`src/rtl/wdog_pkg.sv`:
```
package wdog_pkg;
   typedef enum logic [1:0] {
      WD_REQ_NONE = 2'd0,
      WD_REQ_FULL = 2'd1,
      WD_REQ_WARM = 2'd2
   } wd_req_e;
endpackage

```
`src/rtl/wdog_tick_src.sv`:
```
module wdog_tick_src #(
   parameter int unsigned INSTR_DIV = 4
) (
   input  logic clk,
   input  logic rst_n,
   input  logic enable,
   input  logic src_osc,
   input  logic halted,
   input  logic osc_tick,
   output logic src_tick
);
   logic inst_tick;

   generate
      if (INSTR_DIV < 1) begin : g_bad_div
         $error("INSTR_DIV must be at least 1");
      end
      if (INSTR_DIV == 1) begin : g_no_div
         assign inst_tick = !halted;
      end else begin : g_div
         localparam int unsigned DW = $clog2(INSTR_DIV);
         localparam logic [DW-1:0] LAST = DW'(INSTR_DIV - 1);
         logic [DW-1:0] phase_q;
         always_ff @(posedge clk or negedge rst_n) begin
            if (!rst_n)
               phase_q <= '0;
            else if (!halted)
               phase_q <= (phase_q == LAST) ? '0 : phase_q + DW'(1);
         end
         assign inst_tick = !halted && (phase_q == LAST);
      end
   endgenerate

   assign src_tick = enable && (src_osc ? osc_tick : inst_tick);

   assert_instr_frozen_R11: assert property (@(posedge clk) disable iff (!rst_n)
      (!src_osc && halted) |-> !src_tick);
endmodule

```
`src/rtl/wdog_clr_qual.sv`:
```
module wdog_clr_qual (
   input  logic clk,
   input  logic rst_n,
   input  logic enable,
   input  logic dual,
   input  logic clr_single,
   input  logic clr_one,
   input  logic clr_two,
   input  logic flush,
   output logic clr_accept
);
   logic seen_one_q, seen_two_q;
   logic have_one, have_two;

   assign have_one   = seen_one_q || clr_one;
   assign have_two   = seen_two_q || clr_two;
   assign clr_accept = enable && (dual ? (have_one && have_two) : clr_single);

   always_ff @(posedge clk or negedge rst_n) begin
      if (!rst_n) begin
         seen_one_q <= 1'b0;
         seen_two_q <= 1'b0;
      end else if (!enable || !dual || clr_accept || flush) begin
         seen_one_q <= 1'b0;
         seen_two_q <= 1'b0;
      end else begin
         seen_one_q <= have_one;
         seen_two_q <= have_two;
      end
   end

   assert_pair_ignores_single_R7: assert property (@(posedge clk) disable iff (!rst_n)
      (dual && !clr_one && !clr_two && !seen_one_q && !seen_two_q) |-> !clr_accept);
   assert_single_ignores_pair_R6: assert property (@(posedge clk) disable iff (!rst_n)
      (!dual && !clr_single) |-> !clr_accept);
endmodule

```
`src/rtl/wdog_count_chain.sv`:
```
module wdog_count_chain
   import wdog_pkg::*;
#(
   parameter int unsigned BASE_BITS  = 8,
   parameter int unsigned PRE_STAGES = 7,
   parameter int unsigned SEL_W      = 3
) (
   input  logic             clk,
   input  logic             rst_n,
   input  logic             enable,
   input  logic             tick,
   input  logic             clear,
   input  logic             halted,
   input  logic [SEL_W-1:0] sel,
   output logic             ovf_now,
   output wd_req_e          req_q
);
   localparam int unsigned CNT_W = BASE_BITS + PRE_STAGES;
   localparam logic [CNT_W-1:0] ALL_ONES = {CNT_W{1'b1}};

   logic [CNT_W-1:0] cnt_q;
   logic [CNT_W-1:0] tap_mask;
   int unsigned      sel_eff;

   always_comb begin
      sel_eff  = (int'(sel) > int'(PRE_STAGES)) ? PRE_STAGES : int'(sel);
      tap_mask = ALL_ONES >> (PRE_STAGES - sel_eff);
   end

   assign ovf_now = enable && tick && !clear && ((cnt_q & tap_mask) == tap_mask);

   always_ff @(posedge clk or negedge rst_n) begin
      if (!rst_n) begin
         cnt_q <= '0;
         req_q <= WD_REQ_NONE;
      end else begin
         req_q <= WD_REQ_NONE;
         if (!enable || clear) begin
            cnt_q <= '0;
         end else if (ovf_now) begin
            cnt_q <= '0;
            req_q <= halted ? WD_REQ_WARM : WD_REQ_FULL;
         end else if (tick) begin
            cnt_q <= cnt_q + CNT_W'(1);
         end
      end
   end

   assert_clear_wins_R6: assert property (@(posedge clk) disable iff (!rst_n)
      clear |=> (req_q == WD_REQ_NONE && cnt_q == '0));
   assert_one_cycle_R12: assert property (@(posedge clk) disable iff (!rst_n)
      (req_q != WD_REQ_NONE) |=> (req_q == WD_REQ_NONE));
   assert_restart_zero_R12: assert property (@(posedge clk) disable iff (!rst_n)
      (req_q != WD_REQ_NONE) |-> (cnt_q == '0));
   assert_quiet_disabled_R5: assert property (@(posedge clk) disable iff (!rst_n)
      !enable |=> (cnt_q == '0 && req_q == WD_REQ_NONE));
endmodule

```
`src/rtl/wdog_paired_clear.sv`:
```
module wdog_paired_clear
   import wdog_pkg::*;
#(
   parameter int unsigned BASE_BITS  = 8,
   parameter int unsigned PRE_STAGES = 7,
   parameter int unsigned SEL_W      = 3,
   parameter int unsigned CTL_W      = 8,
   parameter int unsigned INSTR_DIV  = 4
) (
   input  logic             clk,
   input  logic             rst_n,
   input  logic             cfg_enable,
   input  logic             cfg_src_osc,
   input  logic             cfg_dual_clear,
   input  logic             osc_tick,
   input  logic             halted,
   input  logic             halt_enter,
   input  logic             clr_single,
   input  logic             clr_one,
   input  logic             clr_two,
   input  logic             ctl_we,
   input  logic [CTL_W-1:0] ctl_wdata,
   output logic [CTL_W-1:0] ctl_rdata,
   output logic             rst_full,
   output logic             rst_warm,
   output logic             timeout_flag
);
   generate
      if (CTL_W <= SEL_W) begin : g_bad_ctl
         $error("CTL_W must leave room for flag bits above the select field");
      end
      if (PRE_STAGES >= (1 << SEL_W)) begin : g_bad_sel
         $error("SEL_W too narrow to reach every prescaler stage");
      end
      if (BASE_BITS < 1) begin : g_bad_base
         $error("BASE_BITS must be at least 1");
      end
   endgenerate

   logic [CTL_W-1:0] ctl_q;
   logic             src_tick;
   logic             clr_accept;
   logic             halt_clr;
   logic             ovf_now;
   wd_req_e          req;
   logic             to_q;

   always_ff @(posedge clk or negedge rst_n) begin
      if (!rst_n)
         ctl_q <= '0;
      else if (ctl_we)
         ctl_q <= ctl_wdata;
   end
   assign ctl_rdata = ctl_q;

   assign halt_clr = cfg_enable && halt_enter;

   wdog_tick_src #(.INSTR_DIV(INSTR_DIV)) u_tick (
      .clk      (clk),
      .rst_n    (rst_n),
      .enable   (cfg_enable),
      .src_osc  (cfg_src_osc),
      .halted   (halted),
      .osc_tick (osc_tick),
      .src_tick (src_tick)
   );

   wdog_clr_qual u_qual (
      .clk        (clk),
      .rst_n      (rst_n),
      .enable     (cfg_enable),
      .dual       (cfg_dual_clear),
      .clr_single (clr_single),
      .clr_one    (clr_one),
      .clr_two    (clr_two),
      .flush      (halt_clr || ovf_now),
      .clr_accept (clr_accept)
   );

   wdog_count_chain #(
      .BASE_BITS  (BASE_BITS),
      .PRE_STAGES (PRE_STAGES),
      .SEL_W      (SEL_W)
   ) u_chain (
      .clk     (clk),
      .rst_n   (rst_n),
      .enable  (cfg_enable),
      .tick    (src_tick),
      .clear   (clr_accept || halt_clr),
      .halted  (halted),
      .sel     (ctl_q[SEL_W-1:0]),
      .ovf_now (ovf_now),
      .req_q   (req)
   );

   always_ff @(posedge clk or negedge rst_n) begin
      if (!rst_n)
         to_q <= 1'b0;
      else if (!cfg_enable || clr_accept || halt_clr)
         to_q <= 1'b0;
      else if (ovf_now)
         to_q <= 1'b1;
   end

   assign rst_full     = (req == WD_REQ_FULL);
   assign rst_warm     = (req == WD_REQ_WARM);
   assign timeout_flag = to_q;

   assert_warm_needs_halt_R9: assert property (@(posedge clk) disable iff (!rst_n)
      rst_warm |-> $past(halted));
   assert_kinds_exclusive_R9: assert property (@(posedge clk) disable iff (!rst_n)
      $onehot0({rst_full, rst_warm}));
   assert_flag_with_request_R10: assert property (@(posedge clk) disable iff (!rst_n)
      (rst_full || rst_warm) |-> timeout_flag);
   assert_flag_off_disabled_R5: assert property (@(posedge clk) disable iff (!rst_n)
      !cfg_enable |=> !timeout_flag);
endmodule

```
`config.mk`:
```
export PLATFORM = sky130hd
export DESIGN_NAME = wdog_paired_clear
export DESIGN_NICKNAME = d
export VERILOG_FILES = /design/src/rtl/wdog_pkg.sv /design/src/rtl/wdog_tick_src.sv /design/src/rtl/wdog_clr_qual.sv /design/src/rtl/wdog_count_chain.sv /design/src/rtl/wdog_paired_clear.sv
export SDC_FILE = /design/constraint.sdc
export NUM_CORES = 1
export LEC_CHECK = 0
export ABC_AREA = 1
export BUFFER_PORTS_ARGS = -buffer_cell sky130_fd_sc_hd__buf_4
export CORE_ASPECT_RATIO = 1.2
export CORE_UTILIZATION = 50
export CTS_CLUSTER_SIZE = 20
export DETAILED_ROUTE_END_ITERATION = 12
export PLACE_DENSITY = 0.74
export SKIP_LAST_GASP = 1
export SYNTH_ARGS = -nofsm -noshare
export SYNTH_HDL_FRONTEND = slang
export SYNTH_SLANG_ARGS = --single-unit
```
`constraint.sdc`:
```
create_clock -name clk -period 2.24 [get_ports clk]
set_input_delay 0.112 -clock clk [delete_from_list [all_inputs] [get_ports clk]]
set_output_delay 0.112 -clock clk [all_outputs]
set_load 0.02 [all_outputs]
```
Word-level counts from Yosys, hierarchy flattened
Index checks and enable logic that the tools add are counted.

storage, ports and cells
  output and inout bits = 11
  word-level logic and storage cells = 53
  input bits = 20
  register bits after elaboration = 30

cells by class
  add/sub/neg operators = 3
  equal/unequal tests = 4
  shift operators = 1
  bitwise operators = 1
  reductions and logical operators = 24
  multiplexer cells = 13

operator list
  cell                                                  number
  two-way mux 15 bit                                    3
  right shift 15 x 32 -> 15 bit (first input constant)  1
  adder 15 x 1 -> 15 bit (second input constant)        1
  bitwise AND 15 bit                                    1
  == test 15 bit                                        1
  logical OR 1 bit                                      10
  logical AND 1 bit                                     8
  two-way mux 2 bit                                     4
  two-way mux 1 bit                                     6
  == test 2 bit (second input constant)                 2
  logical NOT 1 bit                                     4
  subtractor 3 x 3 -> 4 bit (first input constant)      1
  nonzero test 3 bit                                    1
  adder 2 x 1 -> 2 bit (second input constant)          1
  == test 2 x 1 -> 1 bit (second input constant)        1
  nonzero test 2 bit                                    1

Longest topological paths before layout
Gate-level depths: netlist of run 1.

  depth after elaboration = 11
  mapped depth = 10
  depth with buffers taken out = 9

Modules after synthesis
Synthesis of run 1 repeated with hierarchy kept, for this count alone.

unflattened totals
  cell total of the unflattened synthesis = 245
  area total of the unflattened synthesis = 1,766.7 sq um

modules (own cells, without submodules)
  module             area an instance (sq um)  cells an instance  sequential area each (sq um)  instances
  wdog_count_chain   1,132.3                   162                425.4                         1
  wdog_paired_clear  386.6                     47                 225.2                         1
  wdog_clr_qual      131.4                     20                 50.0                          1
  wdog_tick_src      116.4                     16                 50.0                          1

Worst setup path after synthesis of run 1
OpenSTA, ideal clock, no wires.

  path type = flip-flop to flip-flop
  from = register u_tick.g_div.phase_q[0]
  to = register u_chain.cnt_q[11]
  arrival time = 1.304 ns
  period minus slack after synthesis = 1.426 ns
  buffers on the path = 0
  data required time = 2.118 ns
  stages on the path, launching flop included = 9
  setup slack = 0.814 ns
  setup time = 0.122 ns
  cell sequence = dfrtp_1 > ha_1 > nand3_1 > nand2_1 > nand2_2 > inv_1 > nand2_1 > xor2_1 > nor2_4

between the ends
  longest elaborated chain between the ends = 9
  elaborated cells on any way between the ends = 10
  those cells by class = 1 x eq/ne; 3 x mux; 6 x reduce/logical

ends and longest elaborated chain
  what                             line                    source
  start: declaration               wdog_tick_src.sv:23     logic [DW-1:0] phase_q;
  start signal: assignment         wdog_tick_src.sv:28     phase_q <= (phase_q == LAST) ? '0 : phase_q + DW'(1);
  == test 2 bit *                  wdog_tick_src.sv:30     assign inst_tick = !halted && (phase_q == LAST);
  logical AND 1 bit *              wdog_tick_src.sv:30
  two-way mux 1 bit *              wdog_tick_src.sv:34     assign src_tick = enable && (src_osc ? osc_tick : inst_tick);
  logical AND 1 bit *              wdog_tick_src.sv:34
  logical AND 1 bit (3 in series)  wdog_count_chain.sv:30  assign ovf_now = enable && tick && !clear && ((cnt_q & tap_mask) == tap_mask);
  two-way mux 15 bit               wdog_count_chain.sv:40  end else if (ovf_now) begin
  two-way mux 15 bit               wdog_count_chain.sv:38  if (!enable || clear) begin
  end signal: assignment           wdog_count_chain.sv:44  cnt_q <= cnt_q + CNT_W'(1);
  end: declaration                 wdog_count_chain.sv:21  logic [CNT_W-1:0] cnt_q;

Every way passes the cells marked *; elsewhere a longest branch is shown, timed or not.
A chain may end at the register's enable or synchronous reset.

Final worst setup path of run 1
  from = register u_chain.cnt_q[0]
  to = register u_chain.cnt_q[10]

between the ends
  longest elaborated chain between the ends = 5
  elaborated cells on any way between the ends = 8
  those cells by class = 1 x add/sub; 1 x eq/ne; 3 x mux; 1 x bitwise; 2 x reduce/logical

ends and longest elaborated chain
  what
  branches (longest 5 deep; another with adder 15 x 1 -> 15 bit)

Parallel ways; which one is timed is not known. The select of a mux whose other input is x is not followed.

==> impl_metrics.csv, run 1 <==
group,metric,value,unit
cells_and_area,layout-drive-gt1-share,0.282,
place,post-place-cells,241,
cells_and_area,n_antenna_cell,0,
cts,max-clock-path-buffers,2,
global_route,globalRouteTotalUtil,0.222,
floorplan,floorplan.die_area,3250,sq um
hold_path,holdCritPathClass,"input pin to register",
floorplan,fp.coreArea,2840,sq um
cts,master_cell_of_the_clock_root_buffer,"sky130_fd_sc_hd__clkbuf_4",
setup_path,cp_data_required_time,2.44,ns
sta,tns,0,ns
hold_path,worst_hold_path_endpoint,"ctl_rdata[3]",
sta,final_setup_violating_endpoints,0,
setup_path,r2r_cells,8,
floorplan,die_width,52.2,um
setup_path,worst-setup-path-type,"register to register",
floorplan,io-pin-count,31,
sta,report.final.slew_viol_count,0,
cells_and_area,layout.filler_cells,230,
cts,postCtsSetupBuffers,0,
setup_path,crit_path_end_kind,"register",
global_route,global_route.peak_usage_layer,"met2",
setup_path,worst_path_largest_cell_delay,0.41,ns
power_and_ir_drop,total_leakage_power,0.886,nW
sta,worst_slew_pin_slew,0.385,ns
hold_path,worst_hold_path_cell_count,2,
cells_and_area,layout.nets,239,
drt,number_of_detailed_routing_iterations_run_before_antenna_repair,4,
global_route,number_of_antenna_violations_at_the_first_check_in_global_routing,0,
setup_path,crit_slowest_cell,"sky130_fd_sc_hd__dfrtp_1",
yosys,ys_types,22,
sta,finalCritPeriodShare,0.767,
yosys,synthesis.area,1510,sq um
floorplan,floorplan.initialDensity,0.533,
power_and_ir_drop,power,1.07,mW
yosys,post_synth_inst_count,179,
hold_path,hp-start,"ctl_wdata[3]",
yosys,synth-edff-count,0,
run_status,outcome,"completed",
cells_and_area,syn2layout_area_growth,22.1,%
yosys,synth_seq_area_share,0.496,
drt,vias,1279,
drt,postRouteWirelength,2960,um
yosys,synth_largest_type_area_fraction,0.496,
global_route,grtUsageMet1,0.266,
drt,drt.antenna.violating_nets,0,
global_route,grt_pass1_vias,1267,
setup_path,crit-reg2reg-capture,"u_chain.cnt_q[10]",
sta,finalCriticalPeriod,1.72,ns
yosys,synth_top_cells_by_count,"sky130_fd_sc_hd__nand2_1 (38), sky130_fd_sc_hd__dfrtp_1 (30), sky130_fd_sc_hd__nor2_1 (24)",
drt,detail_route.drc_violations,0,
global_route,use_met3,0.0588,
cts,tritoncts,"built",
floorplan,die-height,62.3,um
yosys,yosysMostFrequentCell,"sky130_fd_sc_hd__nand2_1",
cells_and_area,layout.cells.non_filler,250,
place,port_buffers,30,
setup_path,reg2reg_from,"u_chain.cnt_q[0]",
place,detailedPlacementHpwl,2240,um
yosys,ys_seq_elements,30,
yosys,ys_warn_count,0,
yosys,synth.top_cells.by_area,"sky130_fd_sc_hd__dfrtp_1 (50%), sky130_fd_sc_hd__nand2_1 (9.4%), sky130_fd_sc_hd__nor2_1 (6.0%), sky130_fd_sc_hd__inv_1 (5.7%), sky130_fd_sc_hd__nor2_2 (5.4%)",
global_route,grt_overflow,0,
setup_path,crit_fanout,12,
global_route,global_route_wire_length_before_repair,5350,um
sta,unrepaired_setup_endpoints_after_global_routing,"false",
cts,clock_sink_count,30,
setup_path,cp_data_arrival_time,1.92,ns
cts,ctsHtreeMaxLevel,2,
sta,count_of_final_hold_check_violations,0,
power_and_ir_drop,powerDensity,581,nW/um^2
yosys,ys.flop_type,"sky130_fd_sc_hd__dfrtp_1",
yosys,synth_area_leader_cell,"sky130_fd_sc_hd__dfrtp_1",
setup_path,crit_path_cell_trace,"ha_1, nand3_1, nor2_2, nand3_1, nor2_2, a21oi_2, inv_2, nor2_1",
sta,fmaxAchievable,0.582,GHz
flow_run,timing.max_cap.violations,0,
drt,detail_route.wl_per_cell,11.9,um
place,globalplace.congestion,0.843,
setup_path,reg2reg_slack,0.52,ns
cts,worstSkewPairLatency,0.32,ns
global_route,grt_max_degree,31,
global_route,grtUsageMet2,0.367,
sta,final.setup_skew,0.00500,ns
setup_path,critical_path.startpoint_type,"register",
cts,tritoncts.num_buffers,5,
power_and_ir_drop,worst_ir_drop_vdd,0.509,mV
cts,clkSlewWorstSetupHoldPaths,0.09,ns
drt,detail_route.iter0.violations,44,
yosys,synth_nets,201,
floorplan,num_rows,21,
cts,post_cts_resize_count,0,
yosys,avgSynthCellArea,8.45,sq um
sta,maxSlewHeadroom,0.743,
yosys,asyncSetResetFlopFracSynth,1.00,
cts,hold_buffer_count_at_cts,3,
drt,viasPerCell,5.12,
-- cells in the final DEF, fill, tap and decap left out, types with 5 or more instances in the layout --
master	netlist	final
sky130_fd_sc_hd__mux2_2	7	7
sky130_fd_sc_hd__nor2_2	13	13
sky130_fd_sc_hd__nand3_1	10	10
sky130_fd_sc_hd__o21ai_0	7	7
sky130_fd_sc_hd__inv_1	23	23
sky130_fd_sc_hd__xor2_1	5	5
sky130_fd_sc_hd__nand2_1	38	38
sky130_fd_sc_hd__clkbuf_4	0	5
sky130_fd_sc_hd__dfrtp_1	30	30
sky130_fd_sc_hd__buf_4	0	30
sky130_fd_sc_hd__nor2_1	24	24
-- cells by family after synthesis --
logic type | synth area share
AO/OA/AOI/OAI | 0.0554
XOR/XNOR | 0.0405
adder cells (fa/ha/maj) | 0.0165
buffers and inverters | 0.0720
flip-flops | 0.496
multiplexers | 0.0521
AND/OR/NAND/NOR | 0.267
-- flip-flops by register name, summed over array words and instances (netlist names) --
name	count
u_qual.seen_one_q	1
u_chain.cnt_q	15
u_tick.g_div.phase_q	2
timeout_flag	1
ctl_rdata	8
u_qual.seen_two_q	1
u_chain.req_q	2
-- how the worst max path moves through the flow --
stage                       startpoint           endpoint  cells after the start  slack, ns
2_1_floorplan  u_tick.g_div.phase_q[0]  u_chain.cnt_q[11]                      8       0.81
3_3_place_gp   u_tick.g_div.phase_q[0]  u_chain.cnt_q[11]                      8       0.63
3_5_place_dp          u_chain.cnt_q[0]  u_chain.cnt_q[10]                      8       0.55
4_1_cts               u_chain.cnt_q[0]  u_chain.cnt_q[10]                      8       0.53
5_1_grt               u_chain.cnt_q[0]  u_chain.cnt_q[10]                      8       0.42
6_report              u_chain.cnt_q[0]  u_chain.cnt_q[10]                      8       0.52
-- critical path: cells and delay by family (launching register included) --
family / cells / cell delay, ns
AND/OR/NAND/NOR: 5 / 0.63
adder cells (fa/ha/maj): 1 / 0.20
flip-flops: 1 / 0.41
AO/OA/AOI/OAI: 1 / 0.10
buffers and inverters: 1 / 0.28
-- through the flow --
step / hold WS (ns) / setup slack [ns] / cell area (sq um) / util
2_1_floorplan: -0.184 / 0.814 / 1510 / -
3_3_place_gp: 0.0536 / 0.633 / 1770 / 0.622
3_5_place_dp: 0.0670 / 0.553 / 1770 / 0.622
4_1_cts: 0.00342 / 0.526 / 1850 / 0.651
5_1_grt: 0.00561 / 0.417 / 1850 / 0.651
6_report: 0.0203 / 0.522 / 1850 / 0.651
-- metal layers --
layer / up-vias / part of all wire / wire length [um]
met5: - / 0 / 0
met4: 0 / 0.022 / 64
li1: 631 / - / -
met2: 45 / 0.50 / 1500
met3: 7 / 0.054 / 160
met1: 596 / 0.42 / 1240
-- where the power goes --
part / switching, mW / internal, mW / leakage [nW] / total, mW
sequential: 0.0210 / 0.571 / 0.397 / 0.592
clock: 0.169 / 0.141 / 0.0302 / 0.310
combinational: 0.0914 / 0.0793 / 0.459 / 0.171
total: 0.281 / 0.791 / 0.886 / 1.07
-- layout make-up --
type / count / area, sq um / share of cell area
clock buffers: 6 / 51.3 / 0.0278
inverters: 25 / 93.8 / 0.0508
multi-input cells: 122 / 653 / 0.354
flip-flops and latches: 30 / 751 / 0.407
well taps: 34 / 42.5 / 0.0230
repair buffers: 33 / 255 / 0.138
No activity file was read; power rests on OpenSTA's default activity.
==> run 2, diff against run 1 <==
Settings changed: CORE_UTILIZATION 50 to 48.
Clock period 2.24 ns to 1.4 ns, I/O delays scaled along.
==> run 2 against run 1 <==
  * The run now ends with setup timing left
  * Core utilization grew 11 points
  * Final area grew 20%
  * Critical path depth grew 1
  * Via count grew 9.4%
  * Clock skew grew 0.0051 ns
  * Non-clock buffer count grew 26
  * Largest cell class unchanged
==> impl_metrics.csv, run 2 (synthesized netlist as in run 1, its figures left out) <==
group,metric,value,unit
run_status,outcome,"finished, violations left",
run_status,failed_checks,"setup timing",
power_and_ir_drop,internal_power,1.47,mW
power_and_ir_drop,power.net_switching,0.543,mW
floorplan,die-height,63.5,um
power_and_ir_drop,pwr-share-seq,0.471,
sta,finalCriticalPeriod,1.53,ns
hold_path,holdCritPathClass,"input pin to register",
sta,unrepaired_setup_endpoints_after_global_routing,"true",
drt,number_of_detailed_routing_iterations_run_before_antenna_repair,4,
power_and_ir_drop,swShare,0.270,
sta,tns,-1.70,ns
setup_path,critical_path.startpoint_type,"register",
sta,finalCritPeriodShare,1.10,
cells_and_area,layout.nets,265,
sta,count_of_final_hold_check_violations,0,
place,globalplace.congestion,0.877,
setup_path,critical_path.n_buffers_inverters,2,
setup_path,cp_data_arrival_time,1.78,ns
global_route,number_of_antenna_violations_at_the_first_check_in_global_routing,0,
cts,master_cell_of_the_clock_root_buffer,"sky130_fd_sc_hd__clkbuf_4",
setup_path,path_delay_family,"simple AND/OR/NAND/NOR gates",
global_route,grt_overflow,0,
cells_and_area,layout-drive-gt1-share,0.389,
setup_path,worst_path_most_repeated_cell,"sky130_fd_sc_hd__nor2_4",
drt,drt.antenna.violating_nets,0,
sta,worst_slew_pin_slew,0.377,ns
drt,vias,1399,
floorplan,fp.coreArea,2890,sq um
power_and_ir_drop,worst_ir_drop_vdd,1.15,mV
global_route,global_route_wire_length_before_repair,5770,um
global_route,grt_max_degree,31,
cells_and_area,registers.top_by_ff_count,"u_chain.cnt_q",
cts,max-clock-path-buffers,2,
cts,tritoncts.num_buffers,5,
sta,fin_ws,-0.135,ns
flow_run,timing.max_cap.violations,0,
sta,report.final.slew_viol_count,0,
setup_path,worst-setup-path-type,"register to register",
sta,final.setup_skew,0.0101,ns
global_route,globalRouteTotalUtil,0.236,
place,place_worst_setup_slack,-0.125,ns
cts,worstSkewPairLatency,0.34,ns
power_and_ir_drop,clock_power_share,0.355,
setup_path,crit_slowest_cell,"sky130_fd_sc_hd__dfrtp_1",
drt,detail_route.iter0.violations,38,
drt,viasPerCell,5.03,
floorplan,num_rows,21,
floorplan,floorplan.initialDensity,0.523,
drt,detail_route.drc_violations,0,
cts,clkSlewWorstSetupHoldPaths,0.11,ns
power_and_ir_drop,power,2.01,mW
setup_path,crit_fanout,6,
drt,detail_route.wl_per_cell,13.4,um
setup_path,crit_path_end_kind,"register",
global_route,grt_pass1_vias,1399,
setup_path,worst_path_largest_cell_delay,0.44,ns
cells_and_area,mostFrequentLayoutCell,"sky130_fd_sc_hd__buf_4",
power_and_ir_drop,combinationalPowerShare,0.175,
setup_path,cp_data_required_time,1.64,ns
sta,maxSlewHeadroom,0.749,
floorplan,die_width,53.2,um
sta,fmaxAchievable,0.652,GHz
cells_and_area,syn2layout_area_growth,46.2,%
power_and_ir_drop,powerDensity,910,nW/um^2
place,detailedPlacementHpwl,2480,um
cts,clock_sink_count,30,
cts,ctsHtreeMaxLevel,2,
power_and_ir_drop,total_leakage_power,1.03,nW
cells_and_area,n_antenna_cell,0,
cts,tritoncts,"built",
floorplan,io-pin-count,31,
cells_and_area,final_cell_mix,"sky130_fd_sc_hd__buf_4 (45), sky130_fd_sc_hd__nand2_1 (33), sky130_fd_sc_hd__dfrtp_1 (30)",
floorplan,floorplan.die_area,3380,sq um
sta,hold-worst-slack,0.0170,ns
sta,final_setup_violating_endpoints,16,
cells_and_area,largest_reg_flops,15,
setup_path,crit_path_cell_trace,"ha_4, nand3_4, nor2_4, nand3_2, nor2_4, a21oi_2, inv_2, clkbuf_16, nor2_2",
place,port_buffers,30,
drt,postRouteWirelength,3730,um
## run 2: through the flow
| stage | cell area (sq um) | instances | utilization |
|---|---|---|---|
| floorplan | 1530 | 179 | - |
| global placement | 1890 | 254 | 0.653 |
| detailed placement | 1890 | 254 | 0.653 |
| CTS | 2120 | 276 | 0.734 |
| global route | 2210 | 278 | 0.765 |
| finish | 2210 | 278 | 0.765 |
## run 2: cell type report
class                      instances  area (sq um)
sequential                        30           751
multi-input combinational        122           738
fill                             193           679
timing repair buffer              59           503
inverter                          25          93.8
clock inverter                     3          45.0
tap                               34          42.5
clock buffer                       5          37.5
## run 2: worst paths after layout
check / endpoint / depth (start not counted) / start / slack [ns]
setup / recovery: u_chain.cnt_q[8] / 9 / u_chain.cnt_q[0] / -0.13
hold / removal: ctl_rdata[1] / 2 / ctl_we / 0.02
setup reg to reg: u_chain.cnt_q[8] / 9 / u_chain.cnt_q[0] / -0.13
hold reg to reg: u_tick.g_div.phase_q[1] / 2 / u_tick.g_div.phase_q[1] / 0.50
max in group asynchronous: u_qual.seen_two_q / 2 / rst_n / 0.94
min in group asynchronous: u_chain.cnt_q[6] / 2 / rst_n / 0.18
## run 2: layer usage
metal	global-route usage	wire length, um	vias to the layer above
met1	0.254	1410	669
met2	0.398	2050	38
li1	-	-	681
met3	0.0604	168	11
met5	0	0	-
met4	0.135	109	0
## run 2: power by group through the flow
stage               combinational (mW)  clock, mW  sequential, mW
floorplan                        0.122          0           0.986
global placement                 0.296          0           0.959
detailed placement               0.305          0           0.962
CTS                              0.336      0.727           0.945
global route                     0.383      0.746           0.953
finish                           0.352      0.713           0.946
## run 2: repair_timing
item / CTS / global route
pin swaps: 3 / 1
cloned: 0 / 1
hold buffers: 12 / 0
gates resized for setup: 7 / 13
hold endpoints to repair: 42 / 0
setup endpoints to repair: 19 / 20
setup buffers: 2 / 1
==> run 3, diff against run 2 <==
Settings changed: ABC_AREA 1 to not set, GPL_TIMING_DRIVEN set to 0.
==> run 3 against run 2 <==
  * The run still ends with setup timing left
  * First-iteration DRC count decreased by 53%
  * Count of clock-buffer cells in the layout unchanged
  * Core utilization decreased by 4.5 points
  * Worst setup slack got worse by 0.19 ns
  * Critical path depth decreased by 1
  * Non-clock buffer count decreased by 5
  * Final cell count decreased by 17%
  * Critical endpoint is now u_chain.cnt_q[5]
  * Largest cell class unchanged
==> impl_metrics.csv, run 3 <==
group,metric,value,unit
run_status,outcome,"finished, violations left",
run_status,failed_checks,"setup timing",
cells_and_area,registers.top_by_ff_count,"u_chain.cnt_q",
cells_and_area,layout-drive-gt1-share,0.409,
cells_and_area,n_antenna_cell,0,
power_and_ir_drop,power.net_switching,0.484,mW
cts,tritoncts.num_buffers,5,
yosys,synth_top_cells_by_count,"sky130_fd_sc_hd__dfrtp_1 (30), sky130_fd_sc_hd__nor2_1 (19), sky130_fd_sc_hd__nand3_1 (12)",
yosys,synth-edff-count,0,
power_and_ir_drop,powerDensity,952,nW/um^2
power_and_ir_drop,total_leakage_power,0.911,nW
floorplan,num_rows,21,
yosys,post_synth_inst_count,140,
floorplan,floorplan.die_area,3290,sq um
cells_and_area,final_cell_mix,"sky130_fd_sc_hd__buf_4 (38), sky130_fd_sc_hd__dfrtp_1 (25), sky130_fd_sc_hd__nor2_1 (13)",
sta,worst_slew_pin_slew,0.450,ns
drt,number_of_detailed_routing_iterations_run_before_antenna_repair,4,
hold_path,hp-start,"clr_two",
floorplan,io-pin-count,31,
global_route,globalRouteTotalUtil,0.239,
global_route,grt_max_degree,31,
hold_path,holdCritPathClass,"input pin to register",
yosys,synthesis.area,1470,sq um
yosys,synth_xor_area_frac,0.0595,
setup_path,reg2reg_from,"u_chain.cnt_q[8]",
sta,report.final.slew_viol_count,0,
global_route,use_met3,0.0827,
yosys,asyncSetResetFlopFracSynth,1.00,
cells_and_area,mostFrequentLayoutCell,"sky130_fd_sc_hd__buf_4",
drt,drt.antenna.violating_nets,0,
drt,viasPerCell,5.42,
yosys,ys.flop_type,"sky130_fd_sc_hd__dfrtp_1",
floorplan,fp.coreArea,2860,sq um
setup_path,crit_fanout,6,
setup_path,crit_path_end_kind,"register",
drt,detail_route.iter0.violations,18,
drt,postRouteWirelength,3390,um
cts,tritoncts,"built",
power_and_ir_drop,pwr-share-seq,0.488,
power_and_ir_drop,worst_ir_drop_vdd,0.737,mV
yosys,synth_area_leader_cell,"sky130_fd_sc_hd__dfrtp_1",
place,post-place-cells,203,
sta,final_setup_violating_endpoints,20,
yosys,synth_seq_area_share,0.510,
floorplan,die_width,52.6,um
yosys,ys_warn_count,0,
power_and_ir_drop,internal_power,1.48,mW
sta,final.setup_skew,0.00827,ns
yosys,synth.top_cells.by_area,"sky130_fd_sc_hd__dfrtp_1 (51%), sky130_fd_sc_hd__mux2_2 (6.9%), sky130_fd_sc_hd__nor2_1 (4.8%), sky130_fd_sc_hd__xor2_1 (4.8%), sky130_fd_sc_hd__nand3_1 (4.1%)",
yosys,yosysMostFrequentCell,"sky130_fd_sc_hd__dfrtp_1",
yosys,post_synthesis_compound_gate_area_fraction,0.0833,
global_route,grtUsageMet2,0.388,
cells_and_area,syn2layout_area_growth,39.9,%
global_route,global_route.peak_usage_layer,"met2",
sta,count_of_final_hold_check_violations,0,
cells_and_area,layout.nets,219,
yosys,synth_nets,162,
yosys,avgSynthCellArea,10.5,sq um
cts,clkSlewWorstSetupHoldPaths,0.09,ns
yosys,synth_largest_type_area_fraction,0.510,
setup_path,crit_path_start,"u_chain.cnt_q[8]",
sta,maxSlewHeadroom,0.700,
cts,worstSkewPairLatency,0.33,ns
setup_path,worst-setup-path-type,"register to register",
power_and_ir_drop,clock_power_share,0.338,
place,place_worst_setup_slack,-0.385,ns
power_and_ir_drop,swShare,0.247,
global_route,global_route_wire_length_before_repair,5740,um
cts,max-clock-path-buffers,2,
flow_run,timing.max_cap.violations,0,
yosys,synth-simple-area-share,0.226,
drt,vias,1257,
yosys,ys_types,36,
setup_path,cp_data_required_time,1.62,ns
place,globalplace.congestion,0.802,
floorplan,floorplan.initialDensity,0.514,
drt,detail_route.drc_violations,0,
power_and_ir_drop,power,1.96,mW
global_route,number_of_antenna_violations_at_the_first_check_in_global_routing,0,
place,detailedPlacementHpwl,2110,um
setup_path,cp_data_arrival_time,1.94,ns
place,port_buffers,29,
cts,master_cell_of_the_clock_root_buffer,"sky130_fd_sc_hd__clkbuf_4",
setup_path,critical_path.startpoint_type,"register",
cts,clock_sink_count,30,
yosys,ys_seq_elements,30,
sta,fin_ws,-0.329,ns
drt,detail_route.wl_per_cell,14.6,um
global_route,grtUsageMet1,0.283,
cells_and_area,largest_reg_flops,15,
power_and_ir_drop,combinationalPowerShare,0.174,
sta,finalCriticalPeriod,1.73,ns
cells_and_area,layout.cells.non_filler,232,
global_route,grt_overflow,0,
sta,hold-worst-slack,0.0282,ns
global_route,grt_pass1_vias,1289,
yosys,synthMuxAreaShare,0.0756,
sta,unrepaired_setup_endpoints_after_global_routing,"true",
yosys,synth_top_family_by_area,"simple AND/OR/NAND/NOR gates",
sta,finalCritPeriodShare,1.23,
cells_and_area,layout.filler_cells,217,
floorplan,die-height,62.7,um
cts,ctsHtreeMaxLevel,2,
yosys,synth_adder_area_share,0.0170,
sta,fmaxAchievable,0.579,GHz
==> run 3: changes by cell type after synthesis, sizes merged, moves of 3 or more <==
cell / previous run / this run
nand4: 2 / 5
nor2b: 0 / 4
nor2: 38 / 19
o21ai: 8 / 2
nand2: 39 / 11
and3: 0 / 6
xor2: 5 / 8
inv: 25 / 3
==> run 3: final timing paths <==
check                                     endpoint  slack (ns)  depth (start not counted)
max                               u_chain.cnt_q[5]       -0.33                          8
min in group asynchronous  u_tick.g_div.phase_q[1]        0.20                          2
max reg2reg                       u_chain.cnt_q[5]       -0.33                          8
max in group asynchronous        u_chain.cnt_q[12]        0.91                          2
min reg2reg                      u_qual.seen_two_q        0.47                          1
min                              u_qual.seen_one_q        0.03                          4
==> run 3: power by group through the flow <==
| stage | Clock [mW] | Sequential (mW) | Combinational [mW] |
|---|---|---|---|
| final | 0.663 | 0.958 | 0.341 |
| after global routing | 0.719 | 0.965 | 0.366 |
| after CTS | 0.683 | 0.959 | 0.338 |
| after detailed placement | 0 | 0.976 | 0.287 |
| after global placement | 0 | 0.970 | 0.275 |
| after floorplan | 0 | 0.997 | 0.134 |
==> run 3: per-layer routing <==
layer,vias to the layer above,wire length [um]
met1,603,1410
met2,39,1750
met5,-,0
met3,6,176
met4,0,48
li1,609,-
==> run 3: critical path, stage by stage (launching register included) <==
cell	delay (ns)
sky130_fd_sc_hd__dfrtp_1	0.37
sky130_fd_sc_hd__buf_8	0.12
sky130_fd_sc_hd__nand2_2	0.04
sky130_fd_sc_hd__a221o_1	0.26
sky130_fd_sc_hd__a221o_1	0.31
sky130_fd_sc_hd__buf_6	0.14
sky130_fd_sc_hd__o21ai_4	0.18
sky130_fd_sc_hd__buf_6	0.16
sky130_fd_sc_hd__nor2_1	0.05
==> run 3: logic make-up after synthesis <==
| logic type | count (synthesis) |
|---|---|
| muxes | 10 |
| xor gates and xnor gates | 10 |
| buffers and inverters | 7 |
| DFF | 30 |
| adders and majority gates | 2 |
| and+or+nand+nor | 66 |
| AOI/OAI and AO/OA | 15 |
==> run 3: stage by stage <==
stage	util	setup TNS, ns	area, sq um
final	0.720	-5.76	2060
after floorplan	-	-3.49	1480
after detailed placement	0.606	-5.81	1740
after CTS	0.715	-5.89	2050
after global placement	0.606	-5.29	1740
after global routing	0.720	-7.60	2060
==> run 3: cell type report <==
class | count | area (sq um) | area share
buffer | 4 | 41.3 | 0.0200
sequential | 30 | 757 | 0.367
inverter | 3 | 11.3 | 0.00546
clock inverter | 3 | 40.0 | 0.0194
timing repair buffer | 50 | 407 | 0.197
tap | 34 | 42.5 | 0.0206
multi-input combinational | 103 | 724 | 0.352
clock buffer | 5 | 37.5 | 0.0182
==> run 3: what timing repair did <==
action | CTS | global route
hold buffers | 11 | 0
endpoints found under the setup margin | 20 | 20
pin swaps | 8 | 3
endpoints found under the hold margin | 41 | 0
resized for setup | 14 | 5
setup buffers | 9 | 0
cloned | 1 | 0
